$ cat config.mk
export PLATFORM = sky130hd
export DESIGN_NAME = pipe_burst_sram
export DESIGN_NICKNAME = d
export VERILOG_FILES = /design/src/rtl/pbs_pkg.sv /design/src/rtl/pbs_burst_ctr.sv /design/src/rtl/pbs_array.sv /design/src/rtl/pbs_ctrl.sv /design/src/rtl/pipe_burst_sram.sv
export SDC_FILE = /design/constraint.sdc
export NUM_CORES = 2
export LEC_CHECK = 0
export ABC_CLOCK_PERIOD_IN_PS = 7780
export CAP_MARGIN = 10
export CORE_MARGIN = 4
export CORE_UTILIZATION = 45
export CTS_CLUSTER_SIZE = 16
export DETAILED_ROUTE_END_ITERATION = 10
export DONT_BUFFER_PORTS = 1
export GPL_TIMING_DRIVEN = 0
export HOLD_SLACK_MARGIN = 0.12
export PLACE_DENSITY = 0.56
export SYNTH_ARGS = -nofsm -noshare
export SYNTH_HDL_FRONTEND = slang
export SYNTH_SLANG_ARGS = --single-unit
export TNS_END_PERCENT = 1
$ cat constraint.sdc
create_clock -name clk -period 7.78 [get_ports clk]
set_input_delay 0.389 -clock clk [delete_from_list [all_inputs] [get_ports clk]]
set_output_delay 0.389 -clock clk [all_outputs]
set_load 0.02 [all_outputs]
$ cat src/rtl/pbs_pkg.sv
`timescale 1ns/1ps
package pbs_pkg;

    localparam int LANES = 4;

    typedef enum logic [2:0] {
        ST_SLEEP,
        ST_DESEL,
        ST_RD_FIRST,
        ST_READ,
        ST_WRITE
    } pbs_state_t;

    // Low two address bits of burst beat k from a given start.
    function automatic logic [1:0] burst_low(input logic [1:0] start,
                                             input logic [1:0] k,
                                             input logic       lin);
        return lin ? (start + k) : (start ^ k);
    endfunction

endpackage

$ cat src/rtl/pbs_burst_ctr.sv
`timescale 1ns/1ps
module pbs_burst_ctr
    import pbs_pkg::*;
#(
    parameter int ADDR_W = 6
) (
    input  logic              clk,
    input  logic              rst_n,
    input  logic              load,
    input  logic              adv,
    input  logic              lin,
    input  logic [ADDR_W-1:0] start_addr,
    output logic [ADDR_W-1:0] eff_addr
);

    logic [ADDR_W-1:0] base_q;
    logic [1:0]        cnt_q;
    logic [1:0]        step;

    assign step = cnt_q + 2'd1;

    always_comb begin
        if (load)
            eff_addr = start_addr;
        else if (adv)
            eff_addr = {base_q[ADDR_W-1:2], burst_low(base_q[1:0], step, lin)};
        else
            eff_addr = {base_q[ADDR_W-1:2], burst_low(base_q[1:0], cnt_q, lin)};
    end

    always_ff @(posedge clk or negedge rst_n) begin
        if (!rst_n) begin
            base_q <= '0;
            cnt_q  <= '0;
        end else if (load) begin
            base_q <= start_addr;
            cnt_q  <= '0;
        end else if (adv) begin
            cnt_q  <= step;
        end
    end

endmodule

$ cat src/rtl/pbs_array.sv
`timescale 1ns/1ps
module pbs_array
    import pbs_pkg::*;
#(
    parameter int ADDR_W = 6,
    parameter int LANE_W = 8
) (
    input  logic                    clk,
    input  logic                    rst_n,
    input  logic                    we,
    input  logic [LANES-1:0]        lane_en,
    input  logic                    re,
    input  logic [ADDR_W-1:0]       acc_addr,
    input  logic [LANES*LANE_W-1:0] wdata,
    output logic [LANES*LANE_W-1:0] rdata
);

    localparam int DEPTH = 1 << ADDR_W;

    logic [ADDR_W-1:0] raddr_q;
    logic              re_q;

    always_ff @(posedge clk or negedge rst_n) begin
        if (!rst_n) begin
            raddr_q <= '0;
            re_q    <= 1'b0;
        end else begin
            re_q <= re;
            if (re)
                raddr_q <= acc_addr;
        end
    end

    for (genvar g = 0; g < LANES; g++) begin : g_lane
        logic [LANE_W-1:0] bank [DEPTH];
        logic [LANE_W-1:0] rd_q;

        always_ff @(posedge clk) begin
            if (we && lane_en[g])
                bank[acc_addr] <= wdata[g*LANE_W +: LANE_W];
        end

        always_ff @(posedge clk or negedge rst_n) begin
            if (!rst_n)
                rd_q <= '0;
            else if (re_q)
                rd_q <= bank[raddr_q];
        end

        assign rdata[g*LANE_W +: LANE_W] = rd_q;
    end

endmodule

$ cat src/rtl/pbs_ctrl.sv
`timescale 1ns/1ps
module pbs_ctrl
    import pbs_pkg::*;
(
    input  logic             clk,
    input  logic             rst_n,
    input  logic             cpu_ads_n,
    input  logic             ctl_ads_n,
    input  logic             burst_adv_n,
    input  logic             sel0_n,
    input  logic             sel1,
    input  logic             sel2_n,
    input  logic             all_wr_n,
    input  logic             lane_wr_en_n,
    input  logic [LANES-1:0] lane_sel_n,
    input  logic             oe_n,
    input  logic             sleep,
    output pbs_state_t       st,
    output logic             ctr_load,
    output logic             ctr_adv,
    output logic             we,
    output logic [LANES-1:0] lane_en,
    output logic             re,
    output logic             rd_drive
);

    pbs_state_t st_q, st_d;
    logic selected, cpu_take, ctl_take, strobe, wr_req;
    logic dvalid_q, mask_q;

    assign selected = !sel0_n && sel1 && !sel2_n;
    assign cpu_take = !cpu_ads_n && !sel0_n;
    assign ctl_take = !ctl_ads_n && !cpu_take;
    assign strobe   = cpu_take || ctl_take;
    assign lane_en  = !all_wr_n ? {LANES{1'b1}} :
                      (!lane_wr_en_n ? ~lane_sel_n : {LANES{1'b0}});
    assign wr_req   = |lane_en;

    // State register
    always_ff @(posedge clk or negedge rst_n) begin
        if (!rst_n)
            st_q <= ST_DESEL;
        else
            st_q <= st_d;
    end

    // Next state and cycle decode
    always_comb begin
        st_d     = st_q;
        ctr_load = 1'b0;
        ctr_adv  = 1'b0;
        we       = 1'b0;
        re       = 1'b0;
        if (sleep) begin
            st_d = ST_SLEEP;
        end else begin
            unique case (st_q)
                ST_SLEEP: st_d = ST_DESEL;
                ST_DESEL, ST_RD_FIRST, ST_READ, ST_WRITE: begin
                    if (strobe) begin
                        if (selected) begin
                            ctr_load = 1'b1;
                            if (ctl_take && wr_req) begin
                                we   = 1'b1;
                                st_d = ST_WRITE;
                            end else begin
                                re   = 1'b1;
                                st_d = (st_q == ST_DESEL) ? ST_RD_FIRST : ST_READ;
                            end
                        end else begin
                            st_d = ST_DESEL;
                        end
                    end else if (st_q == ST_DESEL) begin
                        st_d = ST_DESEL;
                    end else begin
                        ctr_adv = !burst_adv_n;
                        if (wr_req) begin
                            we   = 1'b1;
                            st_d = ST_WRITE;
                        end else begin
                            re   = 1'b1;
                            st_d = ST_READ;
                        end
                    end
                end
                default: st_d = ST_DESEL;
            endcase
        end
    end

    // Output stage
    always_ff @(posedge clk or negedge rst_n) begin
        if (!rst_n) begin
            dvalid_q <= 1'b0;
            mask_q   <= 1'b0;
        end else begin
            dvalid_q <= (st_q == ST_RD_FIRST || st_q == ST_READ) && !sleep;
            mask_q   <= (st_q == ST_RD_FIRST);
        end
    end

    assign rd_drive = dvalid_q && !mask_q && !oe_n && !sleep;
    assign st       = st_q;

endmodule

$ cat src/rtl/pipe_burst_sram.sv
`timescale 1ns/1ps
module pipe_burst_sram
    import pbs_pkg::*;
#(
    parameter int ADDR_W = 6,
    parameter int LANE_W = 8
) (
    input  logic                    clk,
    input  logic                    rst_n,
    input  logic [ADDR_W-1:0]       addr,
    input  logic                    cpu_ads_n,
    input  logic                    ctl_ads_n,
    input  logic                    burst_adv_n,
    input  logic                    sel0_n,
    input  logic                    sel1,
    input  logic                    sel2_n,
    input  logic                    all_wr_n,
    input  logic                    lane_wr_en_n,
    input  logic [3:0]              lane_sel_n,
    input  logic [4*LANE_W-1:0]     wr_data,
    input  logic                    oe_n,
    input  logic                    sleep,
    input  logic                    lin_burst,
    output logic [4*LANE_W-1:0]     rd_data,
    output logic                    rd_drive
);

    pbs_state_t        ctrl_st;
    logic              ctr_load, ctr_adv, ctrl_we, ctrl_re;
    logic [LANES-1:0]  lane_en;
    logic [ADDR_W-1:0] eff_addr;

    pbs_ctrl u_ctrl (
        .clk          (clk),
        .rst_n        (rst_n),
        .cpu_ads_n    (cpu_ads_n),
        .ctl_ads_n    (ctl_ads_n),
        .burst_adv_n  (burst_adv_n),
        .sel0_n       (sel0_n),
        .sel1         (sel1),
        .sel2_n       (sel2_n),
        .all_wr_n     (all_wr_n),
        .lane_wr_en_n (lane_wr_en_n),
        .lane_sel_n   (lane_sel_n),
        .oe_n         (oe_n),
        .sleep        (sleep),
        .st           (ctrl_st),
        .ctr_load     (ctr_load),
        .ctr_adv      (ctr_adv),
        .we           (ctrl_we),
        .lane_en      (lane_en),
        .re           (ctrl_re),
        .rd_drive     (rd_drive)
    );

    pbs_burst_ctr #(.ADDR_W(ADDR_W)) u_ctr (
        .clk        (clk),
        .rst_n      (rst_n),
        .load       (ctr_load),
        .adv        (ctr_adv),
        .lin        (lin_burst),
        .start_addr (addr),
        .eff_addr   (eff_addr)
    );

    pbs_array #(.ADDR_W(ADDR_W), .LANE_W(LANE_W)) u_array (
        .clk      (clk),
        .rst_n    (rst_n),
        .we       (ctrl_we),
        .lane_en  (lane_en),
        .re       (ctrl_re),
        .acc_addr (eff_addr),
        .wdata    (wr_data),
        .rdata    (rd_data)
    );

endmodule

==> impl_results.md <==
- Run status: finished, final reports clean
- Avg Vias per Cell: 5.86
- DIE AREA: 0.189 mm²
- PortBufs: 0
- Most frequent cell after synthesis: edfxtp_1
- Antenna viol nets, final: 0
- Cells after Synth: 4315
- Final GP Congestion: 0.907
- Post-synth top area cell: edfxtp_1
- Clock buffer depth: 3
- Worst Tran Pin Value: 1400 ps
- Synth top area share: 75.0%
- Placed cell areas: 0.0857 mm²
- Area growth syn-to-layout: 14.9%
- CTS tree: yes
- Main synth FF type: edfxtp_1
- First-pass DRT Iterations: 6
- Row cnt: 156
- RR Startpoint: u_ctrl.st[1]
- Clock sink total: 2099
- Worst setup endpoint: u_array.g_lane[3].bank[3][4]
- Drt first-iter violations: 4552
- CTS root buf: clkbuf_16
- Initial core utilization: 45.3%
- Worst reg-to-reg path cell count: 7
- R2R Path End: u_array.g_lane[3].bank[3][4]
- Post-synth cell types: 58
- DP HPWL: 169000 µm
- Crit path launch: u_ctrl.st[1]
- Max-cap viol count: 0
- PD cells: 316 mW/mm²
- CP required: 8210 ps
- Cell area after layout: 0.0942 mm²
- Net count, final: 4822
- Via count: 42900
- # fillers: 14400
- R2R Setup Slk: 2490 ps
- Total Power: 0.0297 W
- Clk pin slew, worst setup/hold paths: 60 ps
- Critical Path AT: 5730 ps
- Drt drc: 0
- Final std cells w/o fill: 7322
- Gr busiest metal: met2
- Asr flop ratio synth: 2.43%
- Critical Path Source Type: flip-flop
- EDFF count, synth: 2048
- Largest net degree at the start of global routing: 65
- Placed cell count: 6759
- Crit Path Max Fanout: 10
- CTS Buf Count: 213
- Highest clock rate: 189 MHz
- Post-synthesis sequential area ratio: 76.5%
- Vias in the first global route: 43100
- Clk_skew: 19.3 ps
- Worst-Skew Late Latency: 820 ps
- RSZ-0062 raised after global routing: no
- Synth cell count leaders: edfxtp_1 (2048), mux2i_1 (517), nor3_1 (263)
- Final worst-path cycle share: 68.1%
- Layout cell share with drive strength beyond 1: 17.2%
- Synth area leaders: edfxtp_1 (75%), mux4_2 (7.0%), mux2i_1 (6.3%), a22oi_1 (2.1%), nor3_1 (1.6%)
- LEAKAGE: 29.2 nW
- IO Count: 88
- CTS HTree Levels: 4
- Syn avg cell area: 19.0 µm²
- M1 GR Usage: 31.8%
- Met2 Use GR: 40.1%
- Final setup violation count: 0
- Core Region: 0.181 mm²
- Critical setup path kind: flip-flop to flip-flop
- Worst slew margin: 6.65%
- Setup crit end kind: flip-flop
- Pins Over Slew Limit: 0
- GR Util met3: 5.48%
- Post-CTS sizing: 0
- Grt ovf: 0
- VDD IR max: 0.282 mV
- Die Wd: 435 µm
- First-pass GRT wire length: 324000 µm
- HP Class: input port to flip-flop
- Period minus WS final: 5290 ps
- Syn_nets: 4372
- Total wire length: 232000 µm
- Average wire per standard cell: 31.7 µm
- Sum of negative setup slack: 0 ps
- #FFs+latches synth: 2099
- Die Y-Extent: 435 µm
- Mapped Area: 0.0820 mm²
- Final hold vios: 0
- Initial antenna violation count: 10
- Total track usage: 24.2%
- Synth Warn #: 0
-- through the flow --
stage	worst slack [ps]	utilization, %	hold WS, ps
floorplan	4330	-	93.4
CTS	2580	51.8	159
detailed placement	2580	47.4	97.5
global route	2380	52.1	189
global placement	2330	47.0	97.8
finish	2490	52.1	204
-- worst min path at each step --
stage / start / end / slack [ps] / depth (start not counted)
global route: rst_n / u_array.g_lane[2].rd_q[7] / 190 / 2
global placement: rst_n / u_ctrl.st[2] / 100 / 0
CTS: sel1 / u_ctrl.st[0] / 160 / 4
detailed placement: rst_n / u_ctrl.st[2] / 100 / 0
floorplan: rst_n / u_array.g_lane[0].rd_q[0] / 90 / 0
finish: sel1 / u_ctrl.st[0] / 200 / 4
-- kinds of logic (layout without fill, tap and decap cells) --
group	Yosys count	in the layout	synth area share, %
AND/OR/NAND/NOR	633	633	4.02
XOR/XNOR	3	3	0.0488
flip-flops	2099	2099	76.5
multiplexers	788	788	13.5
adder cells (fa/ha/maj)	2	2	0.0305
other	0	12	0
AO/OA/AOI/OAI	481	481	4.30
buffers and inverters	309	934	1.52
-- per-layer routing --
metal / wire, µm / up-vias / part of all wire [%]
li1: - / 18700 / -
met1: 93600 / 22400 / 40
met2: 114000 / 1551 / 49
met3: 16500 / 325 / 7.1
met4: 7900 / 4 / 3.4
met5: 33 / - / 0.014
-- where the power goes --
part / switching, W / leakage [nW] / internal [W]
clock: 0.00419 / 3.19 / 0.00543
combinational: 0.00516 / 6.94 / 0.00240
sequential: 0.0000884 / 19.1 / 0.0125
total: 0.00944 / 29.2 / 0.0203
-- sequential cells by signal (all words and copies together), names as in the netlist --
register and cells:
u_ctrl.dvalid_q 1, u_ctrl.mask_q 1, u_array.g_lane.bank 2048, u_ctr.base_q 6
u_array.raddr_q 6, u_ctr.cnt_q 2, u_ctrl.st 3, u_array.g_lane.rd_q 32
-- timing repair --
item                       CTS  global route
setup buffers                0             0
hold buffers                81             0
hold endpoints to repair  2112             0
-- final cells by class --
type	count	area (µm²)	area share, %
antenna	12	30.0	0.0319
buffer	303	1230	1.31
clock buffer	284	5760	6.12
clock inverter	106	738	0.783
inverter	6	27.5	0.0292
multi-input combinational	1907	18100	19.2
sequential	2099	62800	66.6
tap	2370	2970	3.15
timing repair buffer	235	2550	2.71
-- layout by cell type, fill, tap and decap left out, types with 10 or more instances in the layout --
cell,count
a21oi_1,37
a221o_1,33
a221oi_1,33
a22oi_1,224
buf_1,40
buf_16,36
buf_2,101
buf_4,14
buf_6,10
buf_8,19
clkbuf_1,287
clkbuf_16,217
clkbuf_4,37
clkinv_1,48
clkinv_2,35
dfrtp_1,50
diode_2,12
dlygate4sd3_1,48
edfxtp_1,2048
inv_6,10
mux2_2,14
mux2i_1,517
mux4_2,256
nand2_1,115
nand2b_1,35
nand3_1,40
nand4_1,32
nor2_1,73
nor3_1,236
nor3_2,56
o21ai_0,40
o221ai_1,32
o22ai_1,64
-- worst max-delay path, cell delays in order (launching register included) --
cell and delay [ps]:
dfrtp_1 430, or3b_1 350, buf_2 160, a2111oi_4 720, mux2i_2 870, nand2_1 830
buf_2 520, nor3_1 1000
No activity file was read; power rests on OpenSTA's default activity.
